File: src/rtl/sgmii_an_pkg.sv
package sgmii_an_pkg;

  localparam int unsigned CFG_W      = 16;
  localparam int unsigned LINK_BIT   = 15;
  localparam int unsigned ACK_BIT    = 14;
  localparam int unsigned DUPLEX_BIT = 12;
  localparam int unsigned SPD_HI     = 11;
  localparam int unsigned SPD_LO     = 10;

  localparam logic [CFG_W-1:0] MAC_WAIT_WORD = 16'h0001;
  localparam logic [CFG_W-1:0] MAC_ACK_WORD  = 16'h4001;

  typedef enum logic [1:0] {
    SPD_10M  = 2'b00,
    SPD_100M = 2'b01,
    SPD_1G   = 2'b10,
    SPD_RSVD = 2'b11
  } speed_e;

  typedef enum logic [1:0] {
    ST_WAIT = 2'd0,
    ST_ACK  = 2'd1,
    ST_UP   = 2'd2
  } an_state_e;

  typedef struct packed {
    logic   link;
    logic   full_dup;
    speed_e speed;
  } cfg_info_t;

  function automatic cfg_info_t decode_cfg(input logic [CFG_W-1:0] w);
    cfg_info_t i;
    i.link     = w[LINK_BIT];
    i.full_dup = w[DUPLEX_BIT];
    i.speed    = speed_e'(w[SPD_HI:SPD_LO]);
    return i;
  endfunction

  function automatic logic [CFG_W-1:0] strip_ack(input logic [CFG_W-1:0] w);
    logic [CFG_W-1:0] r;
    r = w;
    r[ACK_BIT] = 1'b0;
    return r;
  endfunction

  function automatic logic bad_mode(input cfg_info_t i);
    return (i.speed == SPD_RSVD) || ((i.speed == SPD_1G) && !i.full_dup);
  endfunction

endpackage

File: src/rtl/sgmii_an_rx_filter.sv
module sgmii_an_rx_filter
  import sgmii_an_pkg::*;
#(
  parameter int unsigned ACCEPT_CNT = 3
) (
  input  logic             clk_i,
  input  logic             rst_ni,
  input  logic             clr_i,
  input  logic             valid_i,
  input  logic [CFG_W-1:0] word_i,
  output logic             accept_o
);

  localparam int unsigned CNT_W = (ACCEPT_CNT > 2) ? $clog2(ACCEPT_CNT) : 1;
  localparam logic [CNT_W-1:0] CNT_TOP = CNT_W'(ACCEPT_CNT - 1);

  logic [CFG_W-1:0] last_q;
  logic [CNT_W-1:0] cnt_q;
  logic             match;

  assign match = (strip_ack(word_i) == last_q);

  always_ff @(posedge clk_i or negedge rst_ni) begin
    if (!rst_ni) begin
      last_q <= '0;
      cnt_q  <= '0;
    end else if (clr_i) begin
      last_q <= '0;
      cnt_q  <= '0;
    end else if (valid_i) begin
      last_q <= strip_ack(word_i);
      if (!match)                cnt_q <= CNT_W'(1);
      else if (cnt_q != CNT_TOP) cnt_q <= cnt_q + 1'b1;
    end
  end

  // stable run reached: this word is the ACCEPT_CNT-th identical one or later
  assign accept_o = valid_i && match && (cnt_q == CNT_TOP);

endmodule

File: src/rtl/sgmii_an_timer.sv
module sgmii_an_timer #(
  parameter int unsigned LIMIT = 16
) (
  input  logic clk_i,
  input  logic rst_ni,
  input  logic clr_i,
  input  logic en_i,
  output logic done_o
);

  localparam int unsigned CNT_W = (LIMIT > 2) ? $clog2(LIMIT) : 1;
  localparam logic [CNT_W-1:0] LAST = CNT_W'(LIMIT - 1);

  logic [CNT_W-1:0] cnt_q;

  assign done_o = en_i && (cnt_q == LAST);

  always_ff @(posedge clk_i or negedge rst_ni) begin
    if (!rst_ni)     cnt_q <= '0;
    else if (clr_i)  cnt_q <= '0;
    else if (en_i)   cnt_q <= done_o ? '0 : cnt_q + 1'b1;
  end

endmodule

File: src/rtl/sgmii_an_fsm.sv
module sgmii_an_fsm
  import sgmii_an_pkg::*;
(
  input  logic             clk_i,
  input  logic             rst_ni,
  input  logic             accept_i,
  input  logic [CFG_W-1:0] word_i,
  input  logic             link_done_i,
  input  logic             loss_done_i,
  output an_state_e        state_o,
  output logic [CFG_W-1:0] partner_o,
  output logic             link_tmr_clr_o,
  output logic             link_tmr_en_o,
  output logic             filt_clr_o
);

  an_state_e        state_q, state_d;
  logic [CFG_W-1:0] partner_q, partner_d;
  logic             restart;
  logic             changed;
  cfg_info_t        rx_info;

  assign rx_info = decode_cfg(word_i);
  assign changed = (strip_ack(word_i) != strip_ack(partner_q));

  always_comb begin
    state_d   = state_q;
    partner_d = partner_q;
    restart   = 1'b0;
    unique case (state_q)
      ST_WAIT: begin
        if (accept_i) begin
          partner_d = word_i;
          if (rx_info.link) state_d = ST_ACK;
        end
      end
      ST_ACK, ST_UP: begin
        if (accept_i && changed) begin
          partner_d = word_i;
          restart   = 1'b1;
          state_d   = rx_info.link ? ST_ACK : ST_WAIT;
        end else if ((state_q == ST_ACK) && loss_done_i) begin
          state_d = ST_WAIT;
        end else if ((state_q == ST_ACK) && link_done_i) begin
          state_d = ST_UP;
        end
      end
      default: state_d = ST_WAIT;
    endcase
  end

  always_ff @(posedge clk_i or negedge rst_ni) begin
    if (!rst_ni) begin
      state_q   <= ST_WAIT;
      partner_q <= '0;
    end else begin
      state_q   <= state_d;
      partner_q <= partner_d;
    end
  end

  assign state_o        = state_q;
  assign partner_o      = partner_q;
  assign link_tmr_en_o  = (state_q == ST_ACK);
  assign link_tmr_clr_o = (state_q != ST_ACK) || restart;
  assign filt_clr_o     = (state_d == ST_WAIT) && (state_q != ST_WAIT);

endmodule

File: src/rtl/sgmii_an_responder.sv
module sgmii_an_responder
  import sgmii_an_pkg::*;
#(
  parameter int unsigned ACCEPT_CNT  = 3,
  parameter int unsigned LINK_TIMER  = 200000,
  parameter int unsigned LOSS_CYCLES = 256
) (
  input  logic        clk_i,
  input  logic        rst_ni,
  input  logic        rx_cfg_valid_i,
  input  logic [15:0] rx_cfg_word_i,
  output logic        tx_cfg_en_o,
  output logic [15:0] tx_cfg_word_o,
  output logic        link_up_o,
  output logic        an_complete_o,
  output logic        an_error_o,
  output logic        data_en_o,
  output logic [1:0]  speed_o,
  output logic        full_duplex_o,
  output logic [15:0] lp_status_o
);

  logic             accept;
  logic             filt_clr;
  logic             link_done, loss_done;
  logic             link_clr, link_en;
  logic             loss_clr, loss_en;
  an_state_e        state;
  logic [CFG_W-1:0] partner;
  cfg_info_t        info;
  logic             linked;

  sgmii_an_rx_filter #(.ACCEPT_CNT(ACCEPT_CNT)) u_filter (
    .clk_i    (clk_i),
    .rst_ni   (rst_ni),
    .clr_i    (filt_clr),
    .valid_i  (rx_cfg_valid_i),
    .word_i   (rx_cfg_word_i),
    .accept_o (accept)
  );

  sgmii_an_fsm u_fsm (
    .clk_i          (clk_i),
    .rst_ni         (rst_ni),
    .accept_i       (accept),
    .word_i         (rx_cfg_word_i),
    .link_done_i    (link_done),
    .loss_done_i    (loss_done),
    .state_o        (state),
    .partner_o      (partner),
    .link_tmr_clr_o (link_clr),
    .link_tmr_en_o  (link_en),
    .filt_clr_o     (filt_clr)
  );

  sgmii_an_timer #(.LIMIT(LINK_TIMER)) u_link_tmr (
    .clk_i  (clk_i),
    .rst_ni (rst_ni),
    .clr_i  (link_clr),
    .en_i   (link_en),
    .done_o (link_done)
  );

  // silence watchdog, only meaningful while acknowledging
  assign loss_en  = (state == ST_ACK) && !rx_cfg_valid_i;
  assign loss_clr = (state != ST_ACK) || rx_cfg_valid_i;

  sgmii_an_timer #(.LIMIT(LOSS_CYCLES)) u_loss_tmr (
    .clk_i  (clk_i),
    .rst_ni (rst_ni),
    .clr_i  (loss_clr),
    .en_i   (loss_en),
    .done_o (loss_done)
  );

  assign info   = decode_cfg(partner);
  assign linked = (state != ST_WAIT);

  assign link_up_o     = linked;
  assign an_complete_o = (state == ST_UP);
  assign an_error_o    = linked && bad_mode(info);
  assign data_en_o     = (state == ST_UP) && !bad_mode(info);
  assign speed_o       = linked ? info.speed : SPD_10M;
  assign full_duplex_o = linked && info.full_dup;
  assign tx_cfg_en_o   = (state != ST_UP);
  assign tx_cfg_word_o = linked ? MAC_ACK_WORD : MAC_WAIT_WORD;
  assign lp_status_o   = partner;

endmodule

File: config.mk
export PLATFORM = sky130hd
export DESIGN_NAME = sgmii_an_responder
export DESIGN_NICKNAME = d
export VERILOG_FILES = /design/src/rtl/sgmii_an_pkg.sv /design/src/rtl/sgmii_an_rx_filter.sv /design/src/rtl/sgmii_an_timer.sv /design/src/rtl/sgmii_an_fsm.sv /design/src/rtl/sgmii_an_responder.sv
export SDC_FILE = /design/constraint.sdc
export NUM_CORES = 1
export LEC_CHECK = 0
export BUFFER_PORTS_ARGS = -buffer_cell sky130_fd_sc_hd__buf_2
export CAP_MARGIN = 20
export CORE_ASPECT_RATIO = 0.6
export CORE_UTILIZATION = 40
export CTS_BUF_LIST = sky130_fd_sc_hd__clkbuf_16
export DETAILED_ROUTE_END_ITERATION = 10
export GPL_ROUTABILITY_DRIVEN = 1
export PLACE_DENSITY = 0.61
export REMOVE_ABC_BUFFERS = 1
export SYNTH_ARGS = -nofsm -noshare
export SYNTH_HDL_FRONTEND = slang
export SYNTH_SLANG_ARGS = --single-unit
export TNS_END_PERCENT = 30
File: constraint.sdc
create_clock -name clk_i -period 2.24 [get_ports clk_i]
set_input_delay 0.336 -clock clk_i [delete_from_list [all_inputs] [get_ports clk_i]]
set_output_delay 0.336 -clock clk_i [all_outputs]
set_load 0.005 [all_outputs]
==> results.json <==
{
  "irDropWorstVdd_uv": 400.9,
  "yosysTopAreaCellShare_pct": 44.67,
  "grt_pass1_vias": 2242,
  "ys_seq_area_share_pct": 44.67,
  "ys.warnings.count": 0,
  "drt_first_pass_iters": 4,
  "worstPathMaxFanout": 16,
  "dpl_cell_area_sq_mm": 0.003791,
  "cp-end-kind": "flip-flop",
  "hold_buffers": 0,
  "slew_violations": 0,
  "drt_iter0_drc": 96,
  "synth_area_leaders": "dfrtp_1 45%, xor2_1 6.9%, xnor2_1 6.4%, mux2_4 4.8%, mux2i_1 4.4%",
  "initial_core_util_pct": 42.34,
  "arrival_ns": 2.41,
  "slew_headroom_pct": 58.76,
  "p_leak_nw": 1.975,
  "worstMarginPinSlew_ns": 0.6186,
  "drv_cap": 0,
  "clockBufferDepth": 2,
  "placementRows": 25,
  "cts_max_level": 3,
  "clock-root-buffer": "clkbuf_16",
  "finalWirelength_um": 7241,
  "final_cells": 492,
  "ys_top_cells_by_count": "61 x dfrtp_1, 40 x nor2_1, 27 x xor2_1",
  "clk_pin_slew_ns": 0.05,
  "synth_cell_types": 46,
  "final_util_pct": 51.60,
  "final_cell_area_sq_mm": 0.004164,
  "slowest_stage": "dfrtp_1",
  "setup_violations": 0,
  "layout-drive-gt1-share_pct": 30.47,
  "place.gp.congestion": 0.8173,
  "insertion_delay_ns": 0.33,
  "max_freq_ghz": 0.4653,
  "path_cells": "xor2_1 -> nor4_2 -> buf_4 -> nand4_4 -> nor3_4 -> mux2_4 -> buf_12 -> nor2_1",
  "syn_area_sq_mm": 0.003417,
  "pin_count": 59,
  "numCtsBuffers": 9,
  "diodes": 0,
  "start_kind": "flip-flop",
  "ys.flop_type": "dfrtp_1",
  "finalCritPeriodShare_pct": 95.95,
  "synth-async-reset-ratio_pct": 100.0,
  "avgRoutedWirePerCell_um": 14.72,
  "die_width_um": 121.3,
  "antenna_found_initial": 0,
  "fin_nets": 405,
  "path_class": "flip-flop to flip-flop",
  "core_region_area_sq_mm": 0.008070,
  "syn_avg_cell_area_sq_um": 10.81,
  "grt_max_degree": 39,
  "critPathRequiredTime_ns": 2.50,
  "yosys.area.top_type": "dfrtp_1",
  "synth.most_common_cell": "dfrtp_1",
  "outcome": "finished clean",
  "finalCriticalPeriod_ns": 2.149,
  "synthCells": 316,
  "min_path_type": "input port to asynchronous set/reset pin",
  "clock_sinks": 61,
  "areaGrowthSynthToFinish_pct": 21.86,
  "finalClockSkew_ns": 0.004609,
  "dieHeight_um": 73.60,
  "post-place-cells": 474,
  "synth_edf_count": 0,
  "avgViaCountPerCell": 4.785,
  "hpwlAfterDp_um": 5167,
  "synth_seq_cells": 61,
  "vias": 2354,
  "drtAntennaViolNets": 0,
  "cts_tree": "built",
  "drc": 0,
  "die_area_sq_mm": 0.008929,
  "critical-path-max-stage-delay_ns": 0.38,
  "grt_use_total_pct": 18.17,
  "pwr_density_cell_mw_per_mm2": 672.9,
  "overflow": 0,
  "finalHoldViolations": 0,
  "grt_pass1_wl_um": 11860,
  "io_buffer_count": 43
}
-- registers in the layout, indices dropped and copies added, names as in the netlist --
name / flops
u_filter.last_q: 15
u_fsm.state_o: 2
u_loss_tmr.cnt_q: 8
u_fsm.partner_o: 16
u_link_tmr.cnt_q: 18
u_filter.cnt_q: 2
-- kinds of logic after synthesis --
kind of cell	Yosys count	synth area share [%]
compound gates	14	3.259
flops	61	44.67
xor+xnor	52	13.33
simple gates	116	17.98
fa+ha+maj	7	2.563
mux	33	11.53
other cells	2	0.2198
buf+inv	31	6.444
-- what timing repair did --
item	CTS	global route
resized for setup	0	5
endpoints found under the setup margin	16	36
pin swaps	1	2
cloned	0	0
buffers inserted	2	0
-- worst paths after layout --
path                                     start                  end  slack [ns]  cells after the start
setup reg to reg            u_filter.last_q[2]   u_filter.last_q[4]        0.09                      8
max in group asynchronous               rst_ni  u_filter.last_q[13]        1.60                      2
setup / recovery            u_filter.last_q[2]   u_filter.last_q[4]        0.09                      8
hold reg to reg            u_loss_tmr.cnt_q[0]  u_loss_tmr.cnt_q[0]        0.48                      1
min in group clk_i           rx_cfg_word_i[14]  u_fsm.partner_o[14]        0.23                      2
hold / removal                          rst_ni  u_loss_tmr.cnt_q[3]        0.02                      1
-- cell usage in the layout, fill, tap and decap left out, types with 7 or more instances in the layout --
cell type | synthesis | routed
buf_2 | 1 | 43
buf_4 | 17 | 15
clkbuf_16 | 0 | 9
conb_1 | 2 | 15
dfrtp_1 | 61 | 61
ha_1 | 7 | 7
inv_1 | 8 | 8
mux2_2 | 7 | 7
mux2_4 | 11 | 11
mux2i_1 | 15 | 15
nand2_1 | 16 | 16
nand3_1 | 13 | 13
nor2_1 | 40 | 39
nor2_2 | 10 | 11
nor2b_1 | 7 | 7
xnor2_1 | 25 | 25
xor2_1 | 27 | 27
-- where the power goes --
group / internal (W) / leakage (nW) / switching, W
sequential: 0.00113 / 0.813 / 0.0000181
clock: 0.000966 / 0.153 / 0.000503
combinational: 0.0000734 / 1.01 / 0.000111
total: 0.00217 / 1.97 / 0.000632
-- final cells by class --
class	count	area [sq um]
clock buffers	9	225.2
clock inverters	7	90.09
fillers	751	3906
inverters	8	30.03
multi-input cells	237	1749
flip-flops and latches	61	1526
well taps	108	135.1
repair buffers	62	407.9
-- critical path, delay by kind of cell (launching register included) --
family | cells | cell delay (ns)
flops | 1 | 0.38
mux | 1 | 0.35
simple gates | 4 | 0.82
xor+xnor | 1 | 0.17
buf+inv | 2 | 0.34
-- per-layer routing --
layer	wire length (um)	global-route usage, %
met3	401	6.832
met2	2973	24.05
met5	0	0
met1	3809	27.21
met4	57	4.527
-- through the flow --
stage	setup WS (ns)	hold slack (ns)	setup TNS [ns]	total power [W]
6_report	0.09073	0.01823	0	0.002802
5_1_grt	-0.04214	0.06993	-0.4540	0.002908
4_1_cts	0.001013	0.03619	0	0.002826
3_5_place_dp	-0.09897	0.3922	-1.919	0.001345
3_3_place_gp	-0.1141	0.3888	-3.681	0.001342
2_1_floorplan	0.2336	0.04041	0	0.001251
(Power assumes the default switching activity.)
